## config.mk

```make
export PLATFORM = sky130hd
export DESIGN_NAME = stream_pkt_rx
export DESIGN_NICKNAME = d
export VERILOG_FILES = /design/src/rtl/stream_pkt_rx_pkg.sv /design/src/rtl/stream_pkt_rx_fifo.sv /design/src/rtl/stream_pkt_rx_status.sv /design/src/rtl/stream_pkt_rx.sv
export SDC_FILE = /design/constraint.sdc
export NUM_CORES = 1
export LEC_CHECK = 0
export CAP_MARGIN = 20
export CORE_MARGIN = 2
export CORE_UTILIZATION = 45
export CTS_CLUSTER_SIZE = 8
export DETAILED_ROUTE_END_ITERATION = 7
export DONT_BUFFER_PORTS = 1
export HOLD_SLACK_MARGIN = 0.12
export PLACE_DENSITY = 0.64
export REMOVE_ABC_BUFFERS = 1
export SLEW_MARGIN = 20
export SYNTH_ARGS = -nofsm -noshare
export SYNTH_HDL_FRONTEND = slang
export SYNTH_HIERARCHICAL = 1
export SYNTH_SLANG_ARGS = --single-unit
```

## constraint.sdc

```tcl
create_clock -name clk -period 5.51 [get_ports clk]
set_input_delay 0.551 -clock clk [delete_from_list [all_inputs] [get_ports clk]]
set_output_delay 0.551 -clock clk [all_outputs]
set_load 0.05 [all_outputs]
```

## src/rtl/stream_pkt_rx_pkg.sv

```systemverilog
package stream_pkt_rx_pkg;
  localparam int REG_W  = 32;
  localparam int REG_AW = 6;

  localparam logic [REG_AW-1:0] A_STAT   = 6'h00;
  localparam logic [REG_AW-1:0] A_RXRST  = 6'h18;
  localparam logic [REG_AW-1:0] A_OCC    = 6'h1C;
  localparam logic [REG_AW-1:0] A_DATA   = 6'h20;
  localparam logic [REG_AW-1:0] A_LEN    = 6'h24;
  localparam logic [REG_AW-1:0] A_ALLRST = 6'h28;

  localparam logic [REG_W-1:0] RST_KEY = 32'h0000_00A5;

  localparam int B_UNDERREAD = 31;
  localparam int B_OVERREAD  = 30;
  localparam int B_UNDERRUN  = 29;
  localparam int B_DONE      = 26;
  localparam int B_RSTDONE   = 23;
  localparam int B_PFULL     = 20;
  localparam int B_PEMPTY    = 19;
endpackage

```

## src/rtl/stream_pkt_rx_fifo.sv

```systemverilog
module stream_pkt_rx_fifo #(
  parameter int W     = 32,
  parameter int DEPTH = 16
) (
  input  logic                       clk,
  input  logic                       rst_n,
  input  logic                       flush,
  input  logic                       push,
  input  logic [W-1:0]               din,
  input  logic                       pop,
  output logic [W-1:0]               dout,
  output logic [$clog2(DEPTH+1)-1:0] count,
  output logic                       full,
  output logic                       empty
);
  localparam int AW = (DEPTH > 1) ? $clog2(DEPTH) : 1;
  localparam int CW = $clog2(DEPTH+1);

  logic [W-1:0]  mem [DEPTH];
  logic [AW-1:0] wp, rp;
  logic          do_push, do_pop;

  function automatic logic [AW-1:0] step(input logic [AW-1:0] p);
    return (p == AW'(DEPTH-1)) ? '0 : p + 1'b1;
  endfunction

  assign full    = (count == CW'(DEPTH));
  assign empty   = (count == '0);
  assign do_push = push && !full;
  assign do_pop  = pop && !empty;
  assign dout    = mem[rp];

  always_ff @(posedge clk) begin
    if (do_push) mem[wp] <= din;
  end

  always_ff @(posedge clk or negedge rst_n) begin
    if (!rst_n) begin
      wp <= '0; rp <= '0; count <= '0;
    end else if (flush) begin
      wp <= '0; rp <= '0; count <= '0;
    end else begin
      if (do_push) wp <= step(wp);
      if (do_pop)  rp <= step(rp);
      case ({do_push, do_pop})
        2'b10:   count <= count + 1'b1;
        2'b01:   count <= count - 1'b1;
        default: count <= count;
      endcase
    end
  end
endmodule

```

## src/rtl/stream_pkt_rx_status.sv

```systemverilog
module stream_pkt_rx_status #(
  parameter int SW = 32
) (
  input  logic          clk,
  input  logic          rst_n,
  input  logic          clear_all,
  input  logic [SW-1:0] set_bits,
  input  logic          w1c_en,
  input  logic [SW-1:0] w1c_bits,
  output logic [SW-1:0] status,
  output logic          irq
);
  always_ff @(posedge clk or negedge rst_n) begin
    if (!rst_n)         status <= '0;
    else if (clear_all) status <= '0;
    else                status <= (status & ~(w1c_en ? w1c_bits : '0)) | set_bits;
  end

  assign irq = |status;
endmodule

```

## src/rtl/stream_pkt_rx.sv

```systemverilog
module stream_pkt_rx
  import stream_pkt_rx_pkg::*;
#(
  parameter int DEPTH      = 16,
  parameter int LEN_DEPTH  = 4,
  parameter int PFULL_THR  = 12,
  parameter int PEMPTY_THR = 2
) (
  input  logic              clk,
  input  logic              rst_n,
  input  logic              s_valid,
  output logic              s_ready,
  input  logic [REG_W-1:0]  s_data,
  input  logic              s_last,
  input  logic              reg_wr,
  input  logic              reg_rd,
  input  logic [REG_AW-1:0] reg_addr,
  input  logic [REG_W-1:0]  reg_wdata,
  output logic [REG_W-1:0]  reg_rdata,
  output logic              irq
);
  localparam int CW = $clog2(DEPTH+1);
  localparam int LW = $clog2(LEN_DEPTH+1);
  localparam logic [CW-1:0] PF_T = CW'(PFULL_THR);
  localparam logic [CW-1:0] PE_T = CW'(PEMPTY_THR);

  logic [CW-1:0]    word_cnt, committed, cur_words, rem_words, l_head, add_w;
  logic [LW-1:0]    l_cnt;
  logic [REG_W-1:0] d_dout, status, set_vec, len_bytes;
  logic             d_full, d_empty, l_full, l_empty;
  logic             hs, hs_last, wr_rxrst, wr_allrst, flush;
  logic             rd_data, rd_len, d_pop, l_pop;
  logic             pf_lvl, pe_lvl, pf_prev, pe_prev;

  // Control decode
  assign wr_rxrst  = reg_wr && (reg_addr == A_RXRST)  && (reg_wdata == RST_KEY);
  assign wr_allrst = reg_wr && (reg_addr == A_ALLRST) && (reg_wdata == RST_KEY);
  assign flush     = wr_rxrst || wr_allrst;
  assign s_ready   = !d_full && !l_full && !flush;
  assign hs        = s_valid && s_ready;
  assign hs_last   = hs && s_last;
  assign rd_data   = reg_rd && (reg_addr == A_DATA);
  assign rd_len    = reg_rd && (reg_addr == A_LEN);
  assign d_pop     = rd_data && (committed != '0) && (rem_words != '0);
  assign l_pop     = rd_len && !l_empty;
  assign add_w     = hs_last ? CW'(cur_words + 1'b1) : '0;

  stream_pkt_rx_fifo #(.W(REG_W), .DEPTH(DEPTH)) i_data_q (
    .clk(clk), .rst_n(rst_n), .flush(flush),
    .push(hs), .din(s_data), .pop(d_pop), .dout(d_dout),
    .count(word_cnt), .full(d_full), .empty(d_empty)
  );

  stream_pkt_rx_fifo #(.W(CW), .DEPTH(LEN_DEPTH)) i_len_q (
    .clk(clk), .rst_n(rst_n), .flush(flush),
    .push(hs_last), .din(add_w), .pop(l_pop), .dout(l_head),
    .count(l_cnt), .full(l_full), .empty(l_empty)
  );

  // Packet accounting
  always_ff @(posedge clk or negedge rst_n) begin
    if (!rst_n) begin
      cur_words <= '0; committed <= '0; rem_words <= '0;
    end else if (flush) begin
      cur_words <= '0; committed <= '0; rem_words <= '0;
    end else begin
      if (hs) cur_words <= s_last ? '0 : cur_words + 1'b1;
      committed <= committed + add_w - CW'(d_pop);
      if (l_pop)      rem_words <= l_head;
      else if (d_pop) rem_words <= rem_words - 1'b1;
    end
  end

  // Threshold crossing detection
  assign pf_lvl = (word_cnt >= PF_T);
  assign pe_lvl = (word_cnt <= PE_T);

  always_ff @(posedge clk or negedge rst_n) begin
    if (!rst_n) begin
      pf_prev <= 1'b0; pe_prev <= 1'b1;
    end else if (wr_allrst) begin
      pf_prev <= 1'b0; pe_prev <= 1'b1;
    end else begin
      pf_prev <= pf_lvl; pe_prev <= pe_lvl;
    end
  end

  always_comb begin
    set_vec              = '0;
    set_vec[B_UNDERREAD] = rd_len && (rem_words != '0);
    set_vec[B_OVERREAD]  = rd_data && (committed != '0) && (rem_words == '0);
    set_vec[B_UNDERRUN]  = rd_data && (committed == '0);
    set_vec[B_DONE]      = hs_last;
    set_vec[B_RSTDONE]   = wr_rxrst;
    set_vec[B_PFULL]     = pf_lvl && !pf_prev;
    set_vec[B_PEMPTY]    = pe_lvl && !pe_prev;
  end

  stream_pkt_rx_status #(.SW(REG_W)) i_status (
    .clk(clk), .rst_n(rst_n), .clear_all(wr_allrst), .set_bits(set_vec),
    .w1c_en(reg_wr && (reg_addr == A_STAT)), .w1c_bits(reg_wdata),
    .status(status), .irq(irq)
  );

  // Read data path
  assign len_bytes = {{(REG_W-CW-2){1'b0}}, l_head, 2'b00};

  always_comb begin
    case (reg_addr)
      A_STAT:  reg_rdata = status;
      A_OCC:   reg_rdata = {{(REG_W-CW){1'b0}}, committed};
      A_DATA:  reg_rdata = d_pop ? d_dout : '0;
      A_LEN:   reg_rdata = l_empty ? '0 : len_bytes;
      default: reg_rdata = '0;
    endcase
  end
endmodule

```

Word-level counts from Yosys, hierarchy flattened:

Memories as Yosys holds them, arrays and structs flattened.
Cells that the tools add are included.

* RAM bits: 532
* register bits: 69
* logic and storage cells: 129
* memories: 2

* reduce and logical (&&, ||, !) cells: 47
* bitwise operators: 3
* order comparisons: 2
* add/sub/neg operators: 12
* equal/unequal tests: 16
* muxes and demuxes: 35

Memories
* i_data_q.mem: depth 16, width 32, rd ports 1, clocked after Yosys merged registers in 0, wr ports 1, line stream_pkt_rx_fifo.sv:19 `logic [W-1:0] mem [DEPTH];`
* i_len_q.mem: depth 4, width 5, rd ports 1, clocked after Yosys merged registers in 0, wr ports 1, line stream_pkt_rx_fifo.sv:19

Operators with widths (number)
* $pmux W32 S4: 1
* $mux W32: 3
* $mux W5: 9
* $and A32 B32 Y32: 1
* $eq A32 B8 Y1 const B: 1
* $not A32 Y32: 1
* $or A32 B32 Y32: 1
* $reduce_or A32 Y1: 1
* $mux W4: 6
* $logic_and A1 B1 Y1: 23
* $eq A6 B6 Y1 const B: 3
* $logic_not A5 Y1: 3
* $eq A6 B5 Y1 const B: 2
* $mux W2: 6
* $add A5 B1 Y5 const B: 2
* $pmux W5 S2: 1
* $reduce_bool A2 Y1: 5
* $reduce_bool A5 Y1: 2
* $sub A5 B1 Y5 const B: 2
* $reduce_bool A3 Y1: 3
* $add A4 B1 Y4 const B: 2
* $eq A2 B2 Y1 const B: 4
* $eq A4 B4 Y1 const B: 2
* $logic_not A1 Y1: 7
* 17 further kinds: 24

Depth between registers and ports, before layout:

* depth in word-level cells: 12
* depth in mapped cells: 17
* gate-level depth less buffers: 15

Hierarchy:

The synthesis kept the hierarchy.

Modules (own cells, without submodules)
* stream_pkt_rx_fifo at i_data_q: area each 20477.1 um^2, seq. area each 15700.1 um^2, instances 1, cells each 1046
* stream_pkt_rx: area each 1814.2 um^2, seq. area each 426.7 um^2, instances 1, cells each 213
* stream_pkt_rx_status: area each 1302.5 um^2, seq. area each 800.8 um^2, instances 1, cells each 145
* stream_pkt_rx_fifo at i_len_q: area each 1281.2 um^2, seq. area each 775.7 um^2, instances 1, cells each 90

Least setup slack after synthesis:

No wires, ideal clock.

* path type: register to register
* start point: register i_data_q.count[2]
* end point: memory i_data_q.mem[0][0], enable pin
* required time: 5.049 ns
* setup time: 0.461 ns
* arrival: 4.363 ns
* path buffers: 3
* stages on the path, launching flop included: 12
* path slack: 0.686 ns
* period minus slack after synthesis: 4.824 ns
* cells stage by stage: dfrtp_1 > clkbuf_1 > or4_4 > buf_6 > nor2_1 > nor2_1 > nand2_1 > nor2_1 > buf_2 > a21boi_1 > nand2_1 > nor3_1

* word-level cells in the longest chain between the ends: 8

RTL lines
* start: declaration: line stream_pkt_rx_fifo.sv:12 `output logic [$clog2(DEPTH+1)-1:0] count,`
* start signal: assignment: line stream_pkt_rx_fifo.sv:46 `2'b10: count <= count + 1'b1;`
* start signal: assignment: line stream_pkt_rx_fifo.sv:47 `2'b01: count <= count - 1'b1;`
* start signal: assignment: line stream_pkt_rx_fifo.sv:48 `default: count <= count;`
* $eq A5 B5 Y1: line stream_pkt_rx_fifo.sv:27 `assign full = (count == CW'(DEPTH));`
* net d_full: line stream_pkt_rx.sv:30 `logic d_full, d_empty, l_full, l_empty;`
* $logic_not A1 Y1: line stream_pkt_rx.sv:39 `assign s_ready = !d_full && !l_full && !flush;`
* $logic_and A1 B1 Y1 (2 in series): line stream_pkt_rx.sv:39
* $logic_and A1 B1 Y1: line stream_pkt_rx.sv:40 `assign hs = s_valid && s_ready;`
* net hs: line stream_pkt_rx.sv:31 `logic hs, hs_last, wr_rxrst, wr_allrst, flush;`
* $logic_and A1 B1 Y1: line stream_pkt_rx_fifo.sv:29 `assign do_push = push && !full;`
* $mux W1: line stream_pkt_rx_fifo.sv:34 `if (do_push) mem[wp] <= din;`
* $mux W1 (not written as such): line stream_pkt_rx_fifo.sv:34
* end: declaration: line stream_pkt_rx_fifo.sv:19

The timed path passes the listed nets, and every way through them passes these cells.

Final worst setup path:

* start point: register i_data_q.rp[0]
* end point: output reg_rdata[1]

* word-level cells in the longest chain between the ends: 3

RTL lines
* start: declaration: line stream_pkt_rx_fifo.sv:20 `logic [AW-1:0] wp, rp;`
* start signal: assignment: line stream_pkt_rx_fifo.sv:44 `if (do_pop) rp <= step(rp);`
* $mem_v2 Z16 W32
* net d_dout[1]: line stream_pkt_rx.sv:29 `logic [REG_W-1:0] d_dout, status, set_vec, len_bytes;`
* $mux W32: line stream_pkt_rx.sv:112 `A_DATA: reg_rdata = d_pop ? d_dout : '0;`
* $pmux W32 S4: line stream_pkt_rx.sv:109 `case (reg_addr)`
* end: declaration: line stream_pkt_rx.sv:19 `output logic [REG_W-1:0] reg_rdata,`

The timed path passes the listed nets, and every way through them passes these cells.

==> metrics.csv <==
stage,metric,value,unit
drt,vias,14116,
worst_setup_path,cp_data_arrival_time,3980,ps
worst_setup_path,crit_fanout,47,
floorplan,dieHeight,239,um
drt,wire_per_inst,26.4,um
sta,hold_viol,0,
place,place_hpwl,38300,um
final_layout,ff_latch_area,0.0177,mm2
final_layout,syn_to_final_growth,15.6,%
sta,fin_skew,36.3,ps
clocking,clock_sinks,601,
power,p_total,12.3,mW
place,globalplace.congestion,0.816,
final_layout,multi_input_area,0.00691,mm2
place,port_buffers,0,
final_layout,fillers,4381,
clocking,cts_buffers,85,
grt,gr-total-overflow,0,
worst_setup_path,required,4960,ps
drt,first_pass_iters,6,
clocking,cts.path.max_buffers,3,
synth,syn_inst,1493,
clocking,clkTransAtPathRegs,50,ps
grt,grt.total_usage,22.0,%
sta,min_period,4530,ps
sta,fin_hold_ws,142,ps
drt,drt-initial-drc-count,1407,
clocking,insertion_delay,620,ps
power,ir_drop,292,uV
power,p_leak,9.49,nW
final_layout,fin_nets,1702,
worst_hold_path,hold_class,in -> reg,
floorplan,initial_core_util,45.3,%
place,dpl_cell_area,0.0260,mm2
sta,postLayoutSetupSlackWorst,977,ps
worst_setup_path,worst_setup_path_end_kind,primary output,
worst_setup_path,startpoint_type,flop,
clocking,cts_root_buf,clkbuf_16,
flow_run,drv_cap,0,
floorplan,die_area,0.0572,mm2
worst_setup_path,worstSetupPathType,reg -> out,
floorplan,die_x,239,um
sta,fmax,221,MHz
synth,yosysWarnings,6,
grt,antenna_found_initial,10,
clocking,htree_levels,3,
sta,rsz0062_at_grt,false,
clocking,cts_tree,yes,
sta,drv_slew,0,
floorplan,io_pins,110,
run_status,run_status,"complete, no violations",
final_layout,final_util,52.4,%
drt,viasPerCell,6.00,
sta,relSlewSlack,32.4,%
drt,routed_wl,62100,um
sta,tightestPinTransition,1010,ps
grt,grt_pass1_vias,14154,
grt,grt_pass1_wl,92100,um
power,p_per_area,428,mW/mm2
final_layout,layout_common_cells,"532 x edfxtp_1, 138 x mux2i_1, 92 x nand2_1",
sta,period_share,82.3,%
grt,grt_max_degree,70,
synth,syn_avg_cell_area,16.7,um2
place,post-place-ws,1330,ps
drt,ant_nets,0,
synth,synth_area,0.0249,mm2
drt,drc_errors,0,
sta,setup_viol,0,
final_layout,final_cell_area,0.0287,mm2
floorplan,core,0.0549,mm2
floorplan,row_count,86,
final_layout,mostFrequentLayoutCell,edfxtp_1,
final_layout,drive_gt1_share,15.7,%
final timing paths:
check	start	to	slack (ps)	cells after the start
setup reg to reg	i_data_q/count[2]	i_data_q/mem[8][12]	1470	10
max in group asynchronous	rst_n	i_status/status[13]	4680	2
min in group asynchronous	rst_n	i_data_q/count[0]	500	2
hold / removal	reg_wdata[27]	i_status/status[27]	140	3
hold reg to reg	cur_words[4]	cur_words[4]	540	2
setup / recovery	i_data_q/rp[0]	reg_rdata[1]	980	6
power breakdown:
group          internal, mW  switching, mW
Combinational         0.796           1.10
Sequential             5.38          0.293
Clock                  2.86           1.86
sequential cells by signal, summed over array words and instances (netlist names), 5 cells and up:
name	count
i_status/status	32
i_len_q/mem	20
i_data_q/mem	512
i_data_q/count	5
cur_words	5
committed	5
rem_words	5
layer usage:
| metal | vias to the layer above | track usage, % | routed length [um] |
|---|---|---|---|
| li1 | 6179 | - | - |
| met1 | 7298 | 30.3 | 26700 |
| met2 | 522 | 35.2 | 29500 |
| met3 | 111 | 4.62 | 4280 |
| met4 | 6 | 6.76 | 1610 |
| met5 | - | 0 | 41 |
cell type report:
type	count	share of cell area (%)
Tap cell	704	3.06
Sequential cell	601	61.6
Antenna cell	6	0.0522
Clock inverter	7	0.353
Clock buffer	122	7.99
Multi-Input combinational cell	805	24.0
Timing Repair Buffer	78	2.49
Inverter	31	0.405
timing repair:
| item | 4_1_cts | 5_1_grt |
|---|---|---|
| hold buffers | 35 | 0 |
| endpoints found under the hold margin | 583 | 0 |
| gates resized for setup | 0 | 0 |
| buffers inserted | 0 | 0 |
critical path: stages (launching register included):
cell,delay (ps)
dfrtp_4,980
buf_4,420
mux4_2,580
a22oi_1,230
nand2_1,240
a222oi_1,510
inv_1,340
through the flow:
| stage | instances | TNS (ps) |
|---|---|---|
| 2_1_floorplan | 1437 | -103590 |
| 3_3_place_gp | 2183 | 0 |
| 3_5_place_dp | 2184 | 0 |
| 4_1_cts | 2348 | 0 |
| 5_1_grt | 2354 | 0 |
| 6_report | 2354 | 0 |
Power figures use the tool's default switching activity.
